## src/rtl/intc_cmd_dec.sv

```systemverilog
module intc_cmd_dec (
  input  logic       clk,
  input  logic       rst_n,
  input  logic       wr_i,
  input  logic       rd_i,
  input  logic       addr_i,
  input  logic [7:0] wdata_i,
  input  logic [7:0] irr_i,
  input  logic [7:0] isr_i,
  input  logic       pend_vld_i,
  input  logic [2:0] pend_lvl_i,
  output logic [7:0] rdata_o,
  output logic [7:0] mask_o,
  output logic [2:0] offset_o,
  output logic [4:0] vbase_o,
  output logic       nested_o,
  output logic       aeoi_o,
  output logic       rot_aeoi_o,
  output logic       smask_o,
  output logic [7:0] isr_clr_o,
  output logic [7:0] irr_clr_o,
  output logic       edge_clr_o
);

  typedef enum logic [1:0] {S_RUN, S_BASE, S_SKIP, S_MODE} ist_t;

  ist_t ist_q;
  logic need4_q, rsel_q, poll_q;

  wire       wr_cmd  = wr_i & ~addr_i;
  wire       wr_dat  = wr_i &  addr_i;
  wire       is_init = wr_cmd &  wdata_i[4];
  wire       is_mode = wr_cmd & ~wdata_i[4] &  wdata_i[3];
  wire       is_op   = wr_cmd & ~wdata_i[4] & ~wdata_i[3];
  wire [2:0] code    = wdata_i[7:5];
  wire [2:0] sel     = wdata_i[2:0];

  logic       hi_vld;
  logic [2:0] hi_lvl;

  always_comb begin
    hi_vld = 1'b0;
    hi_lvl = 3'd0;
    for (int p = 7; p >= 0; p--) begin
      if (isr_i[3'(offset_o + 3'(p))]) begin
        hi_vld = 1'b1;
        hi_lvl = 3'(offset_o + 3'(p));
      end
    end
  end

  always_ff @(posedge clk or negedge rst_n) begin
    if (!rst_n) begin
      ist_q      <= S_RUN;
      need4_q    <= 1'b0;
      rsel_q     <= 1'b0;
      poll_q     <= 1'b0;
      rdata_o    <= 8'h00;
      mask_o     <= 8'h00;
      offset_o   <= 3'd0;
      vbase_o    <= 5'd0;
      nested_o   <= 1'b0;
      aeoi_o     <= 1'b0;
      rot_aeoi_o <= 1'b0;
      smask_o    <= 1'b0;
      isr_clr_o  <= 8'h00;
      irr_clr_o  <= 8'h00;
      edge_clr_o <= 1'b0;
    end else begin
      isr_clr_o  <= 8'h00;
      irr_clr_o  <= 8'h00;
      edge_clr_o <= 1'b0;

      if (is_init) begin
        ist_q      <= S_BASE;
        need4_q    <= wdata_i[0];
        mask_o     <= 8'h00;
        offset_o   <= 3'd0;
        smask_o    <= 1'b0;
        rsel_q     <= 1'b0;
        edge_clr_o <= 1'b1;
        if (!wdata_i[0]) begin
          nested_o <= 1'b0;
          aeoi_o   <= 1'b0;
        end
      end else if (is_mode) begin
        if (wdata_i[2]) poll_q  <= 1'b1;
        if (wdata_i[1]) rsel_q  <= wdata_i[0];
        if (wdata_i[6]) smask_o <= wdata_i[5];
      end else if (is_op) begin
        case (code)
          3'd0, 3'd4: rot_aeoi_o <= code[2];
          3'd1, 3'd5: if (hi_vld) begin
            isr_clr_o <= 8'd1 << hi_lvl;
            if (code[2]) offset_o <= 3'(hi_lvl + 3'd1);
          end
          3'd3: isr_clr_o <= 8'd1 << sel;
          3'd6: offset_o  <= 3'(sel + 3'd1);
          3'd7: begin
            isr_clr_o <= 8'd1 << sel;
            offset_o  <= 3'(sel + 3'd1);
          end
          default: ;
        endcase
      end else if (wr_dat) begin
        case (ist_q)
          S_RUN:  mask_o <= wdata_i;
          S_BASE: begin
            vbase_o <= wdata_i[7:3];
            ist_q   <= S_SKIP;
          end
          S_SKIP: ist_q <= need4_q ? S_MODE : S_RUN;
          S_MODE: begin
            nested_o <= wdata_i[4];
            aeoi_o   <= wdata_i[1];
            ist_q    <= S_RUN;
          end
          default: ist_q <= S_RUN;
        endcase
      end

      if (rd_i) begin
        if (poll_q) begin
          poll_q <= 1'b0;
          if (pend_vld_i) begin
            rdata_o   <= {5'd0, pend_lvl_i};
            irr_clr_o <= 8'd1 << pend_lvl_i;
            isr_clr_o <= 8'd1 << pend_lvl_i;
          end else begin
            rdata_o <= 8'h07;
          end
        end else begin
          rdata_o <= addr_i ? mask_o : (rsel_q ? isr_i : irr_i);
        end
      end
    end
  end

endmodule

```

## config.mk

```make
export PLATFORM = sky130hd
export DESIGN_NAME = intc_cmd_dec
export DESIGN_NICKNAME = d
export VERILOG_FILES = /design/src/rtl/intc_cmd_dec.sv
export SDC_FILE = /design/constraint.sdc
export NUM_CORES = 1
export LEC_CHECK = 0
export ABC_CLOCK_PERIOD_IN_PS = 3100
export BUFFER_PORTS_ARGS = -buffer_cell sky130_fd_sc_hd__buf_4
export CAP_MARGIN = 0
export CORE_MARGIN = 1
export CORE_UTILIZATION = 30
export CTS_CLUSTER_SIZE = 14
export DETAILED_ROUTE_END_ITERATION = 12
export GPL_ROUTABILITY_DRIVEN = 0
export RECOVER_POWER = 50
export SYNTH_ARGS = -nofsm -noshare
export SYNTH_HDL_FRONTEND = slang
export SYNTH_SLANG_ARGS = --single-unit
```

## constraint.sdc

```tcl
create_clock -name clk -period 3.1 [get_ports clk]
set_input_delay 0.62 -clock clk [delete_from_list [all_inputs] [get_ports clk]]
set_output_delay 0.62 -clock clk [all_outputs]
set_load 0.02 [all_outputs]
```

==> metrics.yaml, run 1 <==
status:
  status: "finished clean"
clocking:
  cts_inserted_buffers: 5
  clk_pin_slew_ns: 0.06
  clockBufferDepth: 2
  insertion_delay_ns: 0.29
  root_buffer: "clkbuf_16"
  cts_tree: "done"
  cts.sinks: 50
  htreeDepth: 2
critical_path:
  end_kind: "register"
  cp-startpoint: "offset_o[0]$_DFFE_PN0P_"
  reg2reg_from: "offset_o[0]$_DFFE_PN0P_"
  criticalPathCategory: "register to register"
  r2r-end: "offset_o[2]$_DFFE_PN0P_"
  r2r_slack_ns: 0.11
  rr_worst_depth: 15
  critPathMaxFanout: 5
  worst_ep_required_time_ns: 3.30
  critPathArrivalTime_ns: 3.19
  start_kind: "register"
power_and_ir_drop:
  max-vdd-ir-drop_mv: 0.308
  swShare_pct: 40.0
  p_seq_share_pct: 30.1
  internal_power_mw: 1.77
  combPwrFrac_pct: 51.4
  powerDensity_mw_per_mm2: 643
  leakagePower_nw: 1.98
  clkPwrFrac_pct: 18.5
  switchingPower_mw: 1.18
layout:
  syn2layout_area_growth_pct: 30.5
  drive_gt1_share_pct: 32.1
  antenna_cells: 0
  final_nets: 494
timing:
  timing.final.ws_setup_ns: 0.113
  setup-violations-final: 0
  finalMaxSlewViolations: 0
  tightestPinTransition_ns: 1.25
  fin_crit_ns: 2.99
  max_slew_margin_pct: 16.6
  whs_ns: 0.496
  tns_ns: 0
  fin_crit_sh_pct: 96.3
  final_hold_viol_count: 0
  fin_worst_skew_ns: 0.00844
  fmax_mhz: 335
logic_synthesis:
  yosys.cell_types.count: 57
  synth_most_common_cell: "dfrtp_1"
  yosysSeqAreaShare_pct: 35.6
  synth_warnings: 0
  syn-cell-area_mm2: 0.00351
  avgSynthCellArea_um2: 9.47
  synth_common_cells: "50 x dfrtp_1, 34 x mux2i_1, 33 x nor2_1"
  synth.area.top_cells: "dfrtp_1 36%, mux2i_1 9.7%, mux4_2 7.0%"
  ys_ff_latch: 50
  synth_ff_type: "dfrtp_1"
  netlist.area_leader.share_pct: 35.6
  synth_edf_count: 0
  async_reset_ff_share_pct: 100
  synth_cells: 371
  synth_nets: 411
  synth_top_cell_by_area: "dfrtp_1"
global_route:
  track_usage_pct: 17.5
  grt_max_degree: 51
  grt_pass1_vias: 2984
  antenna_found_initial: 0
  grt-ovfl-total: 0
  grt_pass1_wl_um: 16200
floorplanning:
  start_util_pct: 30.8
  coreArea_mm2: 0.0114
  fp.dieH_um: 110
  die_area_mm2: 0.0122
  die_x_um: 110
  rows: 39
  top_level_ports: 78
placement:
  port_buffers: 77
  dp_slack_ns: 0.0326
  dp_hpwl_um: 8080
route:
  viasPerCell: 5.45
  drc: 0
  vias: 3261
  drt_pass1_iterations: 5
  avgRoutedWirePerCell_um: 17.7
  drt_iter0_markers: 226
  wl_um: 10600
  drtAntennaViolNets: 0
hold_path:
  min_from: "need4_q$_DFFE_PN0P_"
  hp-class: "register to register"
  hold_path_end: "need4_q$_DFFE_PN0P_"
  hold_path_depth: 2
job:
  drv_cap: 0
## power by group through the flow
stage               clock network [mW]  logic, mW  registers, mW
floorplan                            0      0.852           1.02
global placement                     0       1.42          0.899
CTS                              0.559       1.44          0.890
detailed placement                   0       1.44          0.900
finish                           0.545       1.52          0.889
global route                     0.590       1.64          0.901
## how the worst max path moves through the flow
| stage | endpoint | cells past startpoint |
|---|---|---|
| 6_report | offset_o[2]$_DFFE_PN0P_ | 15 |
| 5_1_grt | offset_o[2]$_DFFE_PN0P_ | 15 |
| 4_1_cts | offset_o[2]$_DFFE_PN0P_ | 13 |
| 3_5_place_dp | offset_o[2]$_DFFE_PN0P_ | 12 |
| 3_3_place_gp | offset_o[2]$_DFFE_PN0P_ | 12 |
| 2_1_floorplan | offset_o[2]$_DFFE_PN0P_ | 15 |
## cell usage in the layout, fill, tap and decap left out, drive strengths merged, types with 6 or more instances in the layout
cell type  count
a211oi         6
a21oi         29
a31oi          6
buf           88
clkbuf        17
dfrtp         50
ha             7
inv           17
mux2          10
mux2i         34
mux4          11
nand2         29
nand2b         8
nand3         10
nand3b         6
nor2          34
nor2b          7
nor3           7
o211ai         9
o21ai         17
o31ai          9
## worst max-delay path, cell delays in order, from the launching register on
cell,delay (ns)
dfrtp_2,0.39
clkinvlp_4,0.11
ha_4,0.29
buf_2,0.18
mux4_2,0.38
buf_4,0.20
a21oi_4,0.14
nor3_1,0.09
a211oi_2,0.24
nor2_2,0.08
a21oi_2,0.13
ha_2,0.21
nor2b_1,0.15
nand4_1,0.11
o211a_1,0.13
o211ai_1,0.08
## registers in the layout (all words and copies together), names as in the netlist
name	flops
nested_o	1
rot_aeoi_o	1
mask_o	8
rsel_q	1
poll_q	1
rdata_o	8
need4_q	1
irr_clr_o	8
smask_o	1
aeoi_o	1
vbase_o	5
edge_clr_o	1
offset_o	3
ist_q	2
isr_clr_o	8
## per-stage QoR
stage | instance area, um^2 | utilization (%) | total power, mW | cells
after floorplan | 3640 | - | 1.87 | 371
after global placement | 4370 | 38.2 | 2.32 | 582
after detailed placement | 4370 | 38.2 | 2.34 | 582
after CTS | 4520 | 39.5 | 2.89 | 590
after global routing | 4590 | 40.2 | 3.13 | 598
final | 4590 | 40.2 | 2.95 | 598
## layer usage
layer | vias to the layer above | wire length, um | GRT usage, %
met1 | 1568 | 4770 | 24.9
met3 | 8 | 684 | 2.94
met2 | 148 | 5000 | 28.5
met4 | 0 | 114 | 2.54
li1 | 1537 | - | -
met5 | - | 0 | 0
## area by class of cell
cell class / instances / area (um^2)
well taps: 143 / 179
clock buffers: 5 / 125
inverters: 17 / 67.6
clock inverters: 3 / 23.8
multi-input cells: 280 / 2210
repair buffers: 100 / 724
flip-flops and latches: 50 / 1250
fillers: 1160 / 6830
## kinds of logic (layout without fill, tap and decap cells)
family / count (synthesis) / count (layout) / synth area share [%]
AO/OA/AOI/OAI: 98 / 98 / 18.8
XOR/XNOR: 2 / 2 / 1.25
adder cells (fa/ha/maj): 7 / 7 / 2.49
buffers and inverters: 41 / 125 / 5.38
flip-flops: 50 / 50 / 35.6
multiplexers: 55 / 55 / 20.0
AND/OR/NAND/NOR: 118 / 118 / 16.5
## what timing repair did
item	4_1_cts	5_1_grt
endpoints found under the setup margin	0	1
hold buffers	0	0
buffers inserted	0	8
gates resized for setup	0	8
No activity file was read; power rests on OpenSTA's default activity.
==> inputs of run 2 (changes only) <==
- CTS_BUF_LIST: not set -> sky130_fd_sc_hd__clkbuf_8
==> run 2 against run 1 <==
  * Via count about the same
  * First-iteration DRC count increased by 13%
  * Wire length shrank 0.45%
  * Largest cell class unchanged
  * Largest power group unchanged
==> metrics.yaml, run 2 (synthesis results as in run 1) <==
critical_path:
  reg2reg_from: "offset_o[0]$_DFFE_PN0P_"
  slowest_stage: "dfrtp_2"
  critPathMaxFanout: 5  # unchanged
  worst_ep_required_time_ns: 3.28  # -0.02 ns
  criticalPathCategory: "register to register"
  critPathMaxStageDelay_ns: 0.40  # about the same
  crit_chain: "clkinvlp_4 > ha_4 > buf_12 > mux2i_4 > a21oi_1 > a2111oi_1 > a21oi_1 > a31oi_2 > a31oi_2 > ha_2 > nor2b_1 > nand4_1 > o211a_1 > o211ai_1"
  critPathArrivalTime_ns: 3.14  # -0.05 ns
  start_kind: "register"
  end_kind: "register"
  cp-startpoint: "offset_o[0]$_DFFE_PN0P_"
global_route:
  grt_pass1_vias: 2984  # unchanged
  track_usage_pct: 17.5  # about the same
  grt_pass1_wl_um: 16100  # -0.25%
  grt-ovfl-total: 0  # unchanged
  grt_max_degree: 51  # unchanged
  antenna_found_initial: 0  # unchanged
floorplanning:
  top_level_ports: 78  # unchanged
  coreArea_mm2: 0.0114  # unchanged
  start_util_pct: 30.8  # unchanged
  die_x_um: 110  # unchanged
  fp.dieH_um: 110  # unchanged
  rows: 39  # unchanged
  die_area_mm2: 0.0122  # unchanged
placement:
  place_area_mm2: 0.00437  # unchanged
  dp_slack_ns: 0.0326  # unchanged
  dp_hpwl_um: 8080  # unchanged
  port_buffers: 77  # unchanged
power_and_ir_drop:
  total_power_mw: 2.80  # -5.2%
  switchingPower_mw: 1.17  # -1.2%
  combPwrFrac_pct: 54.3  # +2.9 points
  max-vdd-ir-drop_mv: 0.302  # -2.0%
  powerDensity_mw_per_mm2: 615  # -4.3%
  p_seq_share_pct: 31.7  # +1.6 points
  clkPwrFrac_pct: 14.0  # -4.5 points
  leakagePower_nw: 1.96  # -0.68%
  internal_power_mw: 1.63  # -7.8%
  swShare_pct: 41.6  # +1.7 points
clocking:
  clk_pin_slew_ns: 0.09  # +0.03 ns
  clockBufferDepth: 2  # unchanged
  root_buffer: "clkbuf_8"
  cts_tree: "done"
  insertion_delay_ns: 0.31  # +0.02 ns
  htreeDepth: 2  # unchanged
  cts_inserted_buffers: 5  # unchanged
  cts.sinks: 50  # unchanged
layout:
  antenna_cells: 0  # unchanged
  final_common_cell: "buf_4"
  syn2layout_area_growth_pct: 29.4
  final_nets: 494  # unchanged
  final_cell_mix: "88 x buf_4, 47 x dfrtp_1, 32 x nor2_1"
  drive_gt1_share_pct: 33.0  # +0.88 points
  design_area_mm2: 0.00455  # -0.90%
timing:
  tightestPinTransition_ns: 1.24  # -0.00670 ns
  fin_crit_ns: 2.96  # -0.0273 ns
  finalMaxSlewViolations: 0  # unchanged
  max_slew_margin_pct: 17.1  # +0.45 points
  whs_ns: 0.503  # +0.00649 ns
  setup-violations-final: 0  # unchanged
  final_hold_viol_count: 0  # unchanged
  timing.final.ws_setup_ns: 0.141  # +0.0273 ns
  fmax_mhz: 338  # +0.92%
  tns_ns: 0  # unchanged
  fin_crit_sh_pct: 95.5  # -0.88 points
  fin_worst_skew_ns: 0.0112  # +0.00272 ns
route:
  drt_iter0_markers: 256  # +13%
  drtAntennaViolNets: 0  # unchanged
  drt_pass1_iterations: 5  # unchanged
  drc: 0  # unchanged
  avgRoutedWirePerCell_um: 17.6  # -0.45%
  viasPerCell: 5.45  # about the same
  wl_um: 10500  # -0.45%
  vias: 3258  # -0.092%
status:
  status: "finished clean"
job:
  drv_cap: 0  # unchanged
hold_path:
  hp-class: "register to register"
  min_from: "need4_q$_DFFE_PN0P_"
-- run 2: cell count changes in the layout (fill, tap and decap cells not counted), sizes merged --
cell,delta
buf,+3
clkbuf,-3
-- run 2: area by class of cell --
type,instances,area [um^2]
clock buffers,5,68.8
clock inverters,3,23.8
fillers,1153,6870
inverters,17,67.6
multi-input cells,280,2210
flip-flops and latches,50,1250
well taps,143,179
repair buffers,100,738
-- run 2: per-stage QoR --
step	utilization (%)	std cells
after detailed placement	38.2	582
after global placement	38.2	582
after CTS	39.1	590
after floorplan	-	371
after global routing	39.8	598
final	39.8	598
-- run 2: worst paths after layout --
kind	endpoint	slack, ns	depth (start not counted)
worst max-delay path	offset_o[2]$_DFFE_PN0P_	0.14	14
worst min-delay path	need4_q$_DFFE_PN0P_	0.50	2
worst max register to register	offset_o[2]$_DFFE_PN0P_	0.14	14
worst min register to register	need4_q$_DFFE_PN0P_	0.50	2
max in group asynchronous	offset_o[2]$_DFFE_PN0P_	1.69	1
min in group asynchronous	vbase_o[1]$_DFFE_PN0P_	0.56	1
-- run 2: critical path: cells and delay by family (launching register included) --
family,cells,cell delay [ns]
fa+ha+maj,2,0.50
compound gates,7,1.19
simple gates,2,0.22
buf+inv,2,0.24
mux,1,0.28
flops,1,0.40
-- run 2: per-layer routing --
| metal | up-vias | global-route usage [%] | wire length, um |
|---|---|---|---|
| met4 | 0 | 2.82 | 112 |
| met1 | 1558 | 24.7 | 4730 |
| li1 | 1539 | - | - |
| met2 | 153 | 28.5 | 4960 |
| met3 | 8 | 2.94 | 716 |
| met5 | - | 0 | 0 |
-- run 2: what timing repair did --
action	in CTS	in global routing
hold buffers	0	0
endpoints found under the hold margin	0	0
resized for setup	0	10
setup buffers	0	8
setup endpoints to repair	0	1
-- run 2: power by group through the flow --
stage | clock network, mW | registers [mW] | logic (mW)
after floorplan | 0 | 1.02 | 0.852
after global placement | 0 | 0.899 | 1.42
after detailed placement | 0 | 0.900 | 1.44
after CTS | 0.404 | 0.889 | 1.44
after global routing | 0.428 | 0.901 | 1.64
final | 0.392 | 0.887 | 1.52
